File: src/rtl/seq_pkg.sv
package seq_pkg;

    typedef enum logic [1:0] {
        OP_WRITE = 2'd0,
        OP_READ  = 2'd1,
        OP_FILL  = 2'd2,
        OP_NONE  = 2'd3
    } op_e;

    typedef enum logic [4:0] {
        S_IDLE,
        S_WR_ADDR,
        S_WR_PULSE,
        S_WR_REL,
        S_RD_ADDR,
        S_RD_RESTORE,
        S_RD_PULSE,
        S_RD_REL,
        S_FL_ADDR,
        S_FL_PULSE,
        S_FL_MOVE,
        S_RF_SEL,
        S_RF_SETTLE,
        S_RF_ON,
        S_RF_HOLD,
        S_RF_OFF,
        S_RF_REL
    } seq_state_e;

endpackage

File: src/rtl/seq_row_ctr.sv
module seq_row_ctr #(
    parameter int ROWS = 8,
    localparam int AW = (ROWS > 1) ? $clog2(ROWS) : 1
) (
    input  logic          clk,
    input  logic          rst_n,
    input  logic          inc,
    output logic [AW-1:0] row
);

    logic [AW-1:0] row_q;

    always_ff @(posedge clk or negedge rst_n) begin
        if (!rst_n) begin
            row_q <= '0;
        end else if (inc) begin
            row_q <= (row_q == AW'(ROWS - 1)) ? '0 : row_q + AW'(1);
        end
    end

    assign row = row_q;

    AST_ROW_RANGE: assert property (@(posedge clk) disable iff (!rst_n)
        int'(row_q) < ROWS);

endmodule

File: src/rtl/seq_row_store.sv
module seq_row_store #(
    parameter int ROWS   = 8,
    parameter int DATA_W = 8,
    localparam int AW = (ROWS > 1) ? $clog2(ROWS) : 1
) (
    input  logic              clk,
    input  logic              rst_n,
    input  logic [AW-1:0]     addr,
    input  logic [DATA_W-1:0] wdata,
    input  logic              wr,
    input  logic              rs,
    input  logic              rd,
    output logic [DATA_W-1:0] rdata
);

    logic [DATA_W-1:0] row_q [ROWS];
    logic [DATA_W-1:0] picked;
    logic [DATA_W-1:0] sense_q;

    for (genvar r = 0; r < ROWS; r++) begin : g_row
        always_ff @(posedge clk) begin
            if (wr && addr == AW'(r)) begin
                row_q[r] <= wdata;
            end
        end
    end

    always_comb begin
        picked = '0;
        for (int r = 0; r < ROWS; r++) begin
            if (addr == AW'(r)) begin
                picked = row_q[r];
            end
        end
    end

    // The restore strobe loads the sense latch; the read strobe drives it out.
    always_ff @(posedge clk) begin
        if (rs) begin
            sense_q <= picked;
        end
    end

    assign rdata = rd ? sense_q : '0;

    AST_ONE_STROBE: assert property (@(posedge clk) disable iff (!rst_n)
        $countones({wr, rs, rd}) <= 1);

endmodule

File: src/rtl/seq_fsm.sv
module seq_fsm
    import seq_pkg::*;
#(
    parameter int ROWS       = 8,
    parameter int DATA_W     = 8,
    parameter int HOLD_STEPS = 1,
    localparam int AW = (ROWS > 1) ? $clog2(ROWS) : 1,
    localparam int HW = (HOLD_STEPS > 1) ? $clog2(HOLD_STEPS) : 1
) (
    input  logic              clk,
    input  logic              rst_n,
    input  logic              host_req,
    input  logic [1:0]        host_op,
    input  logic [AW-1:0]     host_addr,
    input  logic [DATA_W-1:0] host_wdata,
    input  logic [AW-1:0]     host_cnt,
    input  logic              ref_req,
    input  logic [AW-1:0]     ref_row,
    input  logic [DATA_W-1:0] mem_rdata,
    output logic              host_grant,
    output logic              host_busy,
    output logic              host_done,
    output logic [DATA_W-1:0] host_rdata,
    output logic              ref_inc,
    output logic              addr_sel,
    output logic [AW-1:0]     mem_addr,
    output logic [DATA_W-1:0] mem_wdata,
    output logic              wr_strobe,
    output logic              rs_strobe,
    output logic              rd_strobe
);

    seq_state_e        state_q, state_n;
    logic              ref_pend_q;
    logic              ref_go;
    logic              op_ok;
    logic              last_row;
    logic [AW-1:0]     addr_q;
    logic [AW-1:0]     remain_q;
    logic [DATA_W-1:0] wdata_q;
    logic [DATA_W-1:0] rdata_q;
    logic [HW-1:0]     hold_q;

    assign ref_go   = ref_pend_q | ref_req;
    assign op_ok    = op_e'(host_op) != OP_NONE;
    assign last_row = (remain_q == '0);

    // State register
    always_ff @(posedge clk or negedge rst_n) begin
        if (!rst_n) begin
            state_q <= S_IDLE;
        end else begin
            state_q <= state_n;
        end
    end

    // Next state
    always_comb begin
        state_n = state_q;
        unique case (state_q)
            S_IDLE: begin
                if (ref_go) begin
                    state_n = S_RF_SEL;
                end else if (host_req && op_ok) begin
                    unique case (op_e'(host_op))
                        OP_WRITE: state_n = S_WR_ADDR;
                        OP_READ:  state_n = S_RD_ADDR;
                        OP_FILL:  state_n = S_FL_ADDR;
                        default:  state_n = S_IDLE;
                    endcase
                end
            end
            S_WR_ADDR:    state_n = S_WR_PULSE;
            S_WR_PULSE:   state_n = S_WR_REL;
            S_WR_REL:     state_n = S_IDLE;
            S_RD_ADDR:    state_n = S_RD_RESTORE;
            S_RD_RESTORE: state_n = S_RD_PULSE;
            S_RD_PULSE:   state_n = S_RD_REL;
            S_RD_REL:     state_n = S_IDLE;
            S_FL_ADDR:    state_n = S_FL_PULSE;
            S_FL_PULSE:   state_n = S_FL_MOVE;
            S_FL_MOVE:    state_n = last_row ? S_IDLE : S_FL_PULSE;
            S_RF_SEL:     state_n = S_RF_SETTLE;
            S_RF_SETTLE:  state_n = S_RF_ON;
            S_RF_ON:      state_n = S_RF_HOLD;
            S_RF_HOLD:    state_n = (hold_q == HW'(HOLD_STEPS - 1)) ? S_RF_OFF : S_RF_HOLD;
            S_RF_OFF:     state_n = S_RF_REL;
            S_RF_REL:     state_n = S_IDLE;
            default:      state_n = S_IDLE;
        endcase
    end

    // Datapath registers: address latch, data, counters, pending refresh
    always_ff @(posedge clk or negedge rst_n) begin
        if (!rst_n) begin
            ref_pend_q <= 1'b0;
            addr_q     <= '0;
            remain_q   <= '0;
            wdata_q    <= '0;
            rdata_q    <= '0;
            hold_q     <= '0;
        end else begin
            if (state_q == S_IDLE && ref_go) begin
                ref_pend_q <= 1'b0;
                addr_q     <= ref_row;
            end else begin
                ref_pend_q <= ref_go;
                if (host_grant) begin
                    addr_q   <= host_addr;
                    remain_q <= host_cnt;
                    wdata_q  <= host_wdata;
                end else if (state_q == S_FL_MOVE && !last_row) begin
                    addr_q   <= (addr_q == AW'(ROWS - 1)) ? '0 : addr_q + AW'(1);
                    remain_q <= remain_q - AW'(1);
                end
            end
            if (state_q == S_RD_PULSE) begin
                rdata_q <= mem_rdata;
            end
            if (state_q == S_RF_ON) begin
                hold_q <= '0;
            end else if (state_q == S_RF_HOLD) begin
                hold_q <= hold_q + HW'(1);
            end
        end
    end

    // Outputs
    always_comb begin
        host_grant = (state_q == S_IDLE) && host_req && op_ok && !ref_go;
        host_busy  = (state_q != S_IDLE);
        host_done  = 1'b0;
        wr_strobe  = 1'b0;
        rs_strobe  = 1'b0;
        rd_strobe  = 1'b0;
        addr_sel   = 1'b0;
        ref_inc    = 1'b0;
        unique case (state_q)
            S_WR_PULSE, S_FL_PULSE: wr_strobe = 1'b1;
            S_WR_REL, S_RD_REL:     host_done = 1'b1;
            S_FL_MOVE:              host_done = last_row;
            S_RD_RESTORE:           rs_strobe = 1'b1;
            S_RD_PULSE:             rd_strobe = 1'b1;
            S_RF_SEL, S_RF_SETTLE, S_RF_OFF: addr_sel = 1'b1;
            S_RF_ON, S_RF_HOLD: begin
                addr_sel  = 1'b1;
                rs_strobe = 1'b1;
            end
            S_RF_REL:               ref_inc = 1'b1;
            default: ;
        endcase
    end

    assign mem_addr   = addr_q;
    assign mem_wdata  = wdata_q;
    assign host_rdata = rdata_q;

    AST_RD_AFTER_RESTORE: assert property (@(posedge clk) disable iff (!rst_n)
        rd_strobe |-> $past(rs_strobe));

    AST_DONE_ONE_CYCLE: assert property (@(posedge clk) disable iff (!rst_n)
        host_done |=> !host_done);

    AST_REF_NO_DATA: assert property (@(posedge clk) disable iff (!rst_n)
        addr_sel |-> (!wr_strobe && !rd_strobe && !host_done));

    AST_REF_ADDR_STABLE: assert property (@(posedge clk) disable iff (!rst_n)
        (addr_sel && rs_strobe) |-> $stable(mem_addr));

    AST_ADDR_HELD: assert property (@(posedge clk) disable iff (!rst_n)
        (state_q == S_IDLE && state_n == S_IDLE) |=> $stable(mem_addr));

    AST_GRANT_NOT_BUSY: assert property (@(posedge clk) disable iff (!rst_n)
        host_grant |=> host_busy);

endmodule

File: src/rtl/dram_cycle_seq.sv
module dram_cycle_seq #(
    parameter int ROWS       = 8,
    parameter int DATA_W     = 8,
    parameter int HOLD_STEPS = 1,
    localparam int AW = (ROWS > 1) ? $clog2(ROWS) : 1
) (
    input  logic              clk,
    input  logic              rst_n,
    input  logic              host_req,
    input  logic [1:0]        host_op,
    input  logic [AW-1:0]     host_addr,
    input  logic [DATA_W-1:0] host_wdata,
    input  logic [AW-1:0]     host_cnt,
    output logic              host_grant,
    output logic              host_busy,
    output logic              host_done,
    output logic [DATA_W-1:0] host_rdata,
    input  logic              ref_req,
    output logic              addr_sel,
    output logic [AW-1:0]     mem_addr,
    output logic [DATA_W-1:0] mem_wdata,
    output logic              wr_strobe,
    output logic              rs_strobe,
    output logic              rd_strobe
);

    logic [AW-1:0]     ref_row;
    logic              ref_inc;
    logic [DATA_W-1:0] store_rdata;

    seq_row_ctr #(.ROWS(ROWS)) u_ctr (
        .clk   (clk),
        .rst_n (rst_n),
        .inc   (ref_inc),
        .row   (ref_row)
    );

    seq_fsm #(
        .ROWS       (ROWS),
        .DATA_W     (DATA_W),
        .HOLD_STEPS (HOLD_STEPS)
    ) u_fsm (
        .clk        (clk),
        .rst_n      (rst_n),
        .host_req   (host_req),
        .host_op    (host_op),
        .host_addr  (host_addr),
        .host_wdata (host_wdata),
        .host_cnt   (host_cnt),
        .ref_req    (ref_req),
        .ref_row    (ref_row),
        .mem_rdata  (store_rdata),
        .host_grant (host_grant),
        .host_busy  (host_busy),
        .host_done  (host_done),
        .host_rdata (host_rdata),
        .ref_inc    (ref_inc),
        .addr_sel   (addr_sel),
        .mem_addr   (mem_addr),
        .mem_wdata  (mem_wdata),
        .wr_strobe  (wr_strobe),
        .rs_strobe  (rs_strobe),
        .rd_strobe  (rd_strobe)
    );

    seq_row_store #(.ROWS(ROWS), .DATA_W(DATA_W)) u_store (
        .clk   (clk),
        .rst_n (rst_n),
        .addr  (mem_addr),
        .wdata (mem_wdata),
        .wr    (wr_strobe),
        .rs    (rs_strobe),
        .rd    (rd_strobe),
        .rdata (store_rdata)
    );

endmodule

File: config.mk
export PLATFORM = sky130hd
export DESIGN_NAME = dram_cycle_seq
export DESIGN_NICKNAME = d
export VERILOG_FILES = /design/src/rtl/seq_pkg.sv /design/src/rtl/seq_row_ctr.sv /design/src/rtl/seq_row_store.sv /design/src/rtl/seq_fsm.sv /design/src/rtl/dram_cycle_seq.sv
export SDC_FILE = /design/constraint.sdc
export NUM_CORES = 1
export LEC_CHECK = 0
export BUFFER_PORTS_ARGS = -buffer_cell sky130_fd_sc_hd__buf_2
export CAP_MARGIN = 20
export CORE_ASPECT_RATIO = 1.5
export CORE_UTILIZATION = 25
export DETAILED_ROUTE_END_ITERATION = 10
export PLACE_DENSITY_LB_ADDON = 0.1
export SYNTH_ARGS = -nofsm -noshare
export SYNTH_HDL_FRONTEND = slang
export SYNTH_SLANG_ARGS = --single-unit
File: constraint.sdc
create_clock -name clk -period 4.25 [get_ports clk]
set_input_delay 0.2125 -clock clk [delete_from_list [all_inputs] [get_ports clk]]
set_output_delay 0.2125 -clock clk [all_outputs]
set_load 0.005 [all_outputs]
# Word-level counts from Yosys, hierarchy flattened
# Memory sizes are Yosys's and may differ from the RTL's.
# Cells that the tools add are included.
[classes]
n_bitwise = 2
mux = 68
reduce_logical = 37
n_eq_ne = 28
add_sub_neg = 4
[op_table]
columns = ["cell", "n"]
rows = [
  ["$mux 8", 16],
  ["$pmux 5 s14", 1],
  ["$reduce_or 8->1", 7],
  ["$mux 3", 14],
  ["$eq 5x4->1 const B", 8],
  ["$mux 1", 32],
  ["$eq 5x3->1 const B", 4],
  ["$eq 3x3->1 const B", 5],
  ["$logic_and 1x1->1", 14],
  ["$pmux 4 s3", 1],
  ["$eq 5x2->1 const B", 2],
  ["$mux 5", 2],
  ["$add 3x1->3 const B", 2],
  ["$eq 3x2->1 const B", 2],
  ["$logic_not 3->1", 2],
  ["$eq 5x1->1 const B", 1],
  ["$eq 5x5->1 const B", 1],
  ["$logic_not 5->1", 1],
  ["$reduce_bool 5->1", 1],
  ["$reduce_or 5->1", 1],
  ["$mux 4", 1],
  ["$reduce_and 2->1", 2],
  ["$reduce_bool 2->1", 2],
  ["$reduce_or 2->1", 2],
  ["other kinds (14)", 15],
]
[word_totals]
word_cells = 149
output_inout_bits = 26
ramBits = 64
regBits = 40
memories = 1
inputBits = 20
[memory_table]
columns = ["name", "words", "width", "read_ports", "rd_ports_with_merged_regs", "write_ports", "line_no", "rtl"]
rows = [
  ["u_store.row_q", 8, 8, 8, 0, 1, "seq_row_store.sv:16", "logic [DATA_W-1:0] row_q [ROWS];"],
]

# Depth between registers and ports, before layout
# Gate-level depths: netlist of run 1.
[depth]
depth_word = 14
depth_mapped = 9
ltp_nobuf = 6

# Hierarchy
# A second synthesis of run 1 with hierarchy kept.
[unflattened]
cells_unflattened = 327
hier_area_um2 = 4559.4
[modules_own_cells]
columns = ["module", "cells_per_inst", "instances", "area_each_um2", "seq_area_each_um2"]
rows = [
  ["seq_row_store", 170, 1, 2859.0, 2162.1],
  ["seq_fsm", 146, 1, 1557.7, 725.7],
  ["seq_row_ctr", 11, 1, 142.6, 75.1],
]

# Worst setup path after synthesis of run 1
# No wires, ideal clock.
[synth_timing]
kind = "register -> register"
startpoint = "register u_fsm.addr_q[2], in the netlist u_fsm.mem_addr[2]"
endpoint = "register u_store.sense_q[7], data pin"
n_path_buf = 3
synth_period_minus_slack_ns = 2.105
path_stages_with_launch = 10
slack_ns = 2.145
t_arrival_ns = 1.843
setup_ns = 0.263
required_ns = 3.987
cell_sequence = "dfrtp_1 inv_1 clkbuf_1 ha_1 clkbuf_1 or2_2 clkbuf_1 a221oi_1 o22ai_1 a21oi_1"
[synth_via]
elab_chain_cells = 9
elab_cells_between_ends = 16
cone_classes = "7 x eq/ne; 8 x mux; 1 x reduce/logical"
[synth_rtl]
columns = ["element", "line_no", "rtl"]
rows = [
  ["start, declared", "seq_fsm.sv:38", "logic [AW-1:0] addr_q;"],
  ["start signal, assigned", "seq_fsm.sv:105", "addr_q <= ref_row;"],
  ["start signal, assigned", "seq_fsm.sv:109", "addr_q <= host_addr;"],
  ["start signal, assigned", "seq_fsm.sv:113", "addr_q <= (addr_q == AW'(ROWS - 1)) ? '0 : addr_q + AW'(1);"],
  ["$logic_not 3->1", "seq_row_store.sv:31", "if (addr == AW'(r)) begin"],
  ["$mux 8 (7 in series)", "seq_row_store.sv:31", ""],
  ["$mux 8 (*)", "seq_row_store.sv:31", ""],
  ["via u_store.picked[7]", "seq_row_store.sv:17", "logic [DATA_W-1:0] picked;"],
  ["end signal, assigned", "seq_row_store.sv:40", "sense_q <= picked;"],
  ["end, declared", "seq_row_store.sv:18", "logic [DATA_W-1:0] sense_q;"],
]
# The timed path passes the listed nets; every way through them passes the cells marked *.
# A chain may end at the register's enable or synchronous reset.

# Worst setup path in the final report of run 1
[layout_timing]
startpoint = "register u_fsm.addr_q[0], in the netlist u_fsm.mem_addr[0]"
endpoint = "memory u_store.row_q[6][4], in the netlist u_store.row_q[1][20] (enable)"
[layout_via]
elab_chain_cells = 12
elab_cells_between_ends = 53
cone_classes = "7 x eq/ne; 30 x mux; 16 x reduce/logical"
[layout_rtl]
columns = ["element", "line_no", "rtl"]
rows = [
  ["$eq 3x1->1", "seq_row_store.sv:22", "if (wr && addr == AW'(r)) begin"],
  ["$logic_and 1x1->1", "seq_row_store.sv:22", ""],
  ["$mux 1", "seq_row_store.sv:22", ""],
  ["$mux 1 (implied by the code)", "seq_row_store.sv:23", "row_q[r] <= wdata;"],
  ["$reduce_or 8->1 (no line)", "n/a", ""],
  ["$mux 3 (no line) or $mux 1 (tied branches) (7 in series)", "n/a", ""],
  ["end, declared", "seq_row_store.sv:16", ""],
]
# Parallel ways exist; a longest one is shown, timed or not.

==> results of run 1 <==
==> worst reg2reg max path, cell delays in order, from the launching register on <==
cell,delay (ns)
dfrtp_1,0.45
inv_1,0.11
ha_1,0.77
nand2_1,0.41
nor2_1,0.61
==> power breakdown <==
group | switching, W | total, W | internal [W]
Clock | 0.000375 | 0.000829 | 0.000454
Combinational | 0.000755 | 0.00133 | 0.000572
Sequential | 0.000295 | 0.00172 | 0.00142
Total | 0.00142 | 0.00387 | 0.00245
==> worst max path at each step <==
| stage | slack (ns) | endpoint |
|---|---|---|
| global placement | 1.49 | u_store.sense_q[1] |
| floorplan | 2.14 | u_store.sense_q[7] |
| detailed placement | 1.54 | u_store.row_q[1][23] |
| global route | 1.29 | u_store.row_q[1][20] |
| CTS | 1.53 | u_store.row_q[1][22] |
| finish | 1.55 | u_store.row_q[1][20] |
==> per-layer routing <==
metal	part of all wire, %	track usage (%)	up-vias
met3	2.7	2.196	9
met2	57	26.27	47
li1	-	-	1447
met5	0	0	-
met1	39	14.40	1479
met4	1.2	5.138	0
==> registers in the layout (all words and copies together) (netlist names) <==
name              flops
u_store.sense_q       8
u_fsm.mem_addr        3
u_fsm.host_rdata      8
u_store.row_q        64
u_fsm.state_q         5
u_fsm.mem_wdata       8
u_fsm.hold_q          1
u_fsm.remain_q        3
u_ctr.row             3
u_fsm.ref_pend_q      1
==> cell usage after synthesis (2+ instances only) <==
master	instances	area [um2]
a221o_1	2	20.02
and3_1	4	25.02
nand2_1	25	93.84
nor2_1	24	90.09
clkbuf_1	12	45.04
inv_1	25	93.84
mux2_2	15	168.9
mux2i_1	4	40.04
and3b_2	2	20.02
ha_1	10	125.1
mux2_4	7	105.1
o22ai_1	9	56.30
nand4_1	3	18.77
o32a_1	2	20.02
xnor2_1	2	17.52
nor3_4	2	32.53
o21ai_0	3	15.01
or2_2	2	12.51
and2_1	2	12.51
nand2b_1	12	75.07
nor2_2	2	12.51
buf_2	7	35.03
nand3_1	2	10.01
nand3b_1	11	82.58
dfrtp_1	32	800.8
a221oi_1	8	70.07
edfxtp_1	72	2162
buf_6	2	22.52
o31ai_1	10	75.07
a21oi_1	42	210.2
nor3_1	3	15.01
==> metrics by stage <==
stage / setup slack (ns) / cell area [um2] / std cells / hold slack, ns / power, W
CTS: 1.526 / 5490 / 670 / 0.08351 / 0.003940
global route: 1.289 / 5505 / 671 / 0.08475 / 0.004105
global placement: 1.486 / 5184 / 653 / 0.3572 / 0.003103
floorplan: 2.145 / 4742 / 377 / -0.08309 / 0.002533
finish: 1.549 / 5505 / 671 / 0.09671 / 0.003875
detailed placement: 1.537 / 5184 / 653 / 0.3625 / 0.003102
==> placed cells by master, fill, tap and decap left out, types with 3 or more instances in the layout <==
cell,instances
mux2i_1,4
o31ai_1,10
buf_2,45
o22ai_1,9
mux2_2,15
inv_1,25
a221oi_1,8
nor2_1,24
dfrtp_1,32
clkbuf_16,10
nor3_1,3
edfxtp_1,72
nand4_1,3
mux2_4,7
a21oi_1,42
ha_1,10
nand2b_1,12
nand2_1,25
and3_1,4
nand3b_1,11
o21ai_0,3
==> area by class of cell <==
| type | instances | area share (%) |
|---|---|---|
| multi-input combinational | 225 | 28.61 |
| timing repair buffer | 48 | 4.682 |
| clock buffer | 13 | 4.932 |
| tap | 252 | 5.727 |
| sequential | 104 | 53.82 |
| inverter | 26 | 1.773 |
| clock inverter | 3 | 0.4545 |
==> cell families after synthesis <==
family	after synthesis	synth area share (%)
buffers and inverters	48	4.300
XOR/XNOR	3	0.5542
adder cells (fa/ha/maj)	10	2.639
flip-flops	104	62.48
multiplexers	26	6.623
AO/OA/AOI/OAI	83	11.00
AND/OR/NAND/NOR	103	12.40
==> metrics.yaml, run 1 <==
start_util_pct: 25.57
grt_pass1_wl_um: 19000
rrSetupSlack_ns: 1.55
synthFlopType: "edfxtp_1"
fillers: 1909
r2r_end: "u_store.row_q[1][20]"
min_path_cells: 2
cp.arrival_ns: 2.67
firstDrtPassIters: 4
design.die.area_um2: 19530
critPathTopFamily: "simple AND/OR/NAND/NOR gates"
coreArea_um2: 18550
rsz0062_at_grt: "false"
wl_per_cell_um: 18.62
finalHoldViolations: 0
cts_tree: "built"
numCtsBuffers: 9
ys_warn_count: 0
vdd_drop_max_mv: 0.2291
grt_pass1_vias: 3212
final_antenna_net_count: 0
routed_via_density: 4.444
area_growth_syn_to_layout_pct: 16.09
drc: 0
synth_seq_area_share_pct: 62.48
timing.rr.start: "u_fsm.mem_addr[0]"
drive_gt1_share_pct: 23.63
slew_headroom_pct: 38.06
tns_ns: 0
critical-path-max-stage-delay_ns: 0.77
nets: 444
min_period_ns: 2.701
grt_max_degree: 35
clockBufferDepth: 2
cp_num_cells: 4
fin_skew_ns: 0.009430
cts-hold-fix-buffers: 1
io_pins: 46
worstSkewPairLatency_ns: 0.34
drt_iter0_drc: 123
antenna_found_initial: 0
period_share_pct: 63.54
grt_usage_pct: 13.55
required_ns: 4.22
routed_wl_um: 12500
clk_pin_slew_ns: 0.07
min_path_type: "in -> reg"
overflow: 0
slew_violations: 0
routed-via-count: 2982
path_max_fanout: 26
dieHeight_um: 170.7
max_freq_ghz: 0.3703
cts.sinks: 104
seq_area_um2: 2963
outcome: "finished clean"
synth_edf_count: 72
rows: 61
syn_avg_cell_area_um2: 12.58
cts_root_buf: "clkbuf_16"
crit_path_top_delay_cell: "ha_1"
power.leakage_nw: 2.182
synth_area_um2: 4742
critPathKind: "reg -> reg"
multiInputGateArea_um2: 1575
crit_path_cell_trace: "inv_1, ha_1, nand2_1, nor2_1"
critical_path_buf_inv_count: 1
reg2reg_depth: 4
crit_path_start: "u_fsm.mem_addr[0]"
place.gp.congestion: 0.7243
min_from: "host_wdata[1]"
cts.repair.resized: 0
port_buffers: 45
postLayoutCoreUtil_pct: 29.68
syn_nets: 407
ys_seq_elements: 104
end_kind: "flip-flop"
ys_types: 50
synth-async-reset-ratio_pct: 30.77
htreeDepth: 3
syn_inst: 377
cp-start-kind: "flip-flop"
finalSetupViolCount: 0
place_hpwl_um: 8906
die_w_um: 114.5
worst_pin_slew_ns: 0.9292
postCtsSetupRepairBufs: 0
max_cap_violations: 0
antennaDiodeCount: 0
min_to: "u_fsm.mem_wdata[1]"
p_per_area_nw_per_um2: 703.8
Power figures use the tool's default switching activity.
==> run 2, diff against run 1 <==
- clock period: 4.25 -> 2.7 ns (I/O delays scaled with it)
==> metrics.yaml, run 2 (synthesis gave the netlist of run 1 again) <==
port_buffers: 45  # unchanged
max_freq_ghz: 0.4415  # +19%
worstSkewPairLatency_ns: 0.35  # about the same
final_cells: 684  # +1.9%
worst_pin_slew_ns: 0.8044  # -0.1247 ns
grtUsageMet3_pct: 2.232  # +0.035 points
overflow: 0  # unchanged
antenna_found_initial: 0  # unchanged
die_w_um: 114.5  # unchanged
routed-via-count: 3003  # +0.70%
p_int_w: 0.003984  # +63%
grt_max_degree: 35  # unchanged
grt_usage_pct: 13.65  # +0.097 points
coreArea_um2: 18550  # unchanged
grt-busiest-layer: "met2"
final_cell_mix: "edfxtp_1, buf_2, a21oi_1"
design.die.area_um2: 19530  # unchanged
top_register: "u_store.row_q"
grt_use_met1_pct: 15.68  # +1.3 points
p_per_area_nw_per_um2: 1116  # +59%
firstDrtPassIters: 4  # unchanged
nets: 457  # +2.9%
cts.sinks: 104  # unchanged
grt_util_met2_pct: 25.14  # -1.1 points
place.gp.congestion: 0.7903  # +9.1%
p_seq_share_pct: 42.4  # -2.0 points
fin_hold_ws_ns: 0.01422  # -0.08249 ns
power.share.clock_pct: 22.3  # +0.9 points
critPathKind: "reg -> reg"
end_kind: "flip-flop"
antennaDiodeCount: 0  # unchanged
wl_per_cell_um: 18.16  # -2.5%
cts_tree: "built"
switching_share_pct: 36.48  # -0.28 points
dp_cells: 666  # +2.0%
max_cap_violations: 0  # unchanged
p_comb_share_pct: 35.4  # +1.2 points
dp_slack_ns: 0.4144  # -1.122 ns
start_util_pct: 25.57  # unchanged
io_pins: 46  # unchanged
grt_pass1_vias: 3142  # -2.2%
required_ns: 2.90  # -1.32 ns
vdd_drop_max_mv: 0.4121  # +80%
final.setup.worst_slack_ns: 0.4350  # -1.114 ns
finalSetupViolCount: 0  # unchanged
grt_pass1_wl_um: 19110  # +0.55%
drive_gt1_share_pct: 26.16  # +2.5 points
largest_register_ffs: 64  # unchanged
fin_skew_ns: 0.008927  # -0.0005033 ns
power.leakage_nw: 2.263  # +3.7%
clockBufferDepth: 2  # unchanged
drc: 0  # unchanged
cp.arrival_ns: 2.47  # -0.20 ns
clk_pin_slew_ns: 0.07  # about the same
tns_ns: 0  # unchanged
min_path_type: "in -> reg"
outcome: "finished clean"
cp-start-kind: "flip-flop"
routed_via_density: 4.390  # -1.2%
htreeDepth: 3  # unchanged
postLayoutCoreUtil_pct: 30.31  # +0.63 points
drt_iter0_drc: 110  # -11%
dieHeight_um: 170.7  # unchanged
area_growth_syn_to_layout_pct: 18.55
slew_violations: 0  # unchanged
finalHoldViolations: 0  # unchanged
power_switching_w: 0.002288  # +61%
final_antenna_net_count: 0  # unchanged
place_hpwl_um: 9078  # +1.9%
rsz0062_at_grt: "false"
numCtsBuffers: 9  # unchanged
layout_commonest_cell: "edfxtp_1"
cts_root_buf: "clkbuf_16"
rows: 61  # unchanged
path_max_fanout: 16  # -38%
slew_headroom_pct: 46.37  # +8.3 points
period_share_pct: 83.89  # +20 points
min_period_ns: 2.265  # -0.4356 ns
routed_wl_um: 12420  # -0.57%
## run 2: final cells by class
class | count | area (um2)
Tap cell | 252 | 315.3
Clock buffer | 10 | 250.2
Timing Repair Buffer | 61 | 350.3
Multi-Input combinational cell | 225 | 1575
Clock inverter | 6 | 70.07
Inverter | 26 | 97.59
Fill cell | 1910 | 12920
Sequential cell | 104 | 2963
## run 2: critical path, stage by stage (launching register included)
cell and delay [ns]:
dfrtp_1 0.43, inv_1 0.11, ha_1 0.57, nand3b_1 0.22
a221oi_1 0.40, o22ai_1 0.21, a21oi_1 0.18
## run 2: what timing repair did
action,4_1_cts,5_1_grt
hold buffers,1,1
resized for setup,0,0
hold endpoints to repair,32,1
setup buffers,0,0
## run 2: worst paths after layout
kind	start	end	slack [ns]	cells after the start
hold reg to reg	u_store.sense_q[7]	u_fsm.host_rdata[7]	0.48	1
hold / removal	host_wdata[4]	u_fsm.mem_wdata[4]	0.01	2
setup / recovery	u_fsm.mem_addr[0]	u_store.sense_q[5]	0.43	6
min in group asynchronous	rst_n	u_fsm.hold_q	0.41	2
max in group asynchronous	rst_n	u_fsm.mem_addr[0]	1.77	2
setup reg to reg	u_fsm.mem_addr[0]	u_store.sense_q[5]	0.43	6
## run 2: power groups by stage
stage / sequential (W) / clock, W / combinational (W)
final: 0.00266 / 0.00140 / 0.00222
after global routing: 0.00273 / 0.00150 / 0.00243
after CTS: 0.00268 / 0.00144 / 0.00226
after detailed placement: 0.00272 / 0 / 0.00225
after global placement: 0.00273 / 0 / 0.00224
after floorplan: 0.00248 / 0 / 0.00151
## run 2: metal layers
metal / wire length, um / share of wire (%)
met4: 210 / 1.7
met1: 5127 / 41
met5: 0 / 0
met3: 322 / 2.6
met2: 6763 / 54
## run 2: through the flow
step / total power [W] / area (um2)
after floorplan: 0.003987 / 4742
after global routing: 0.006662 / 5622
after CTS: 0.006381 / 5612
after detailed placement: 0.004973 / 5281
after global placement: 0.004976 / 5281
final: 0.006272 / 5622
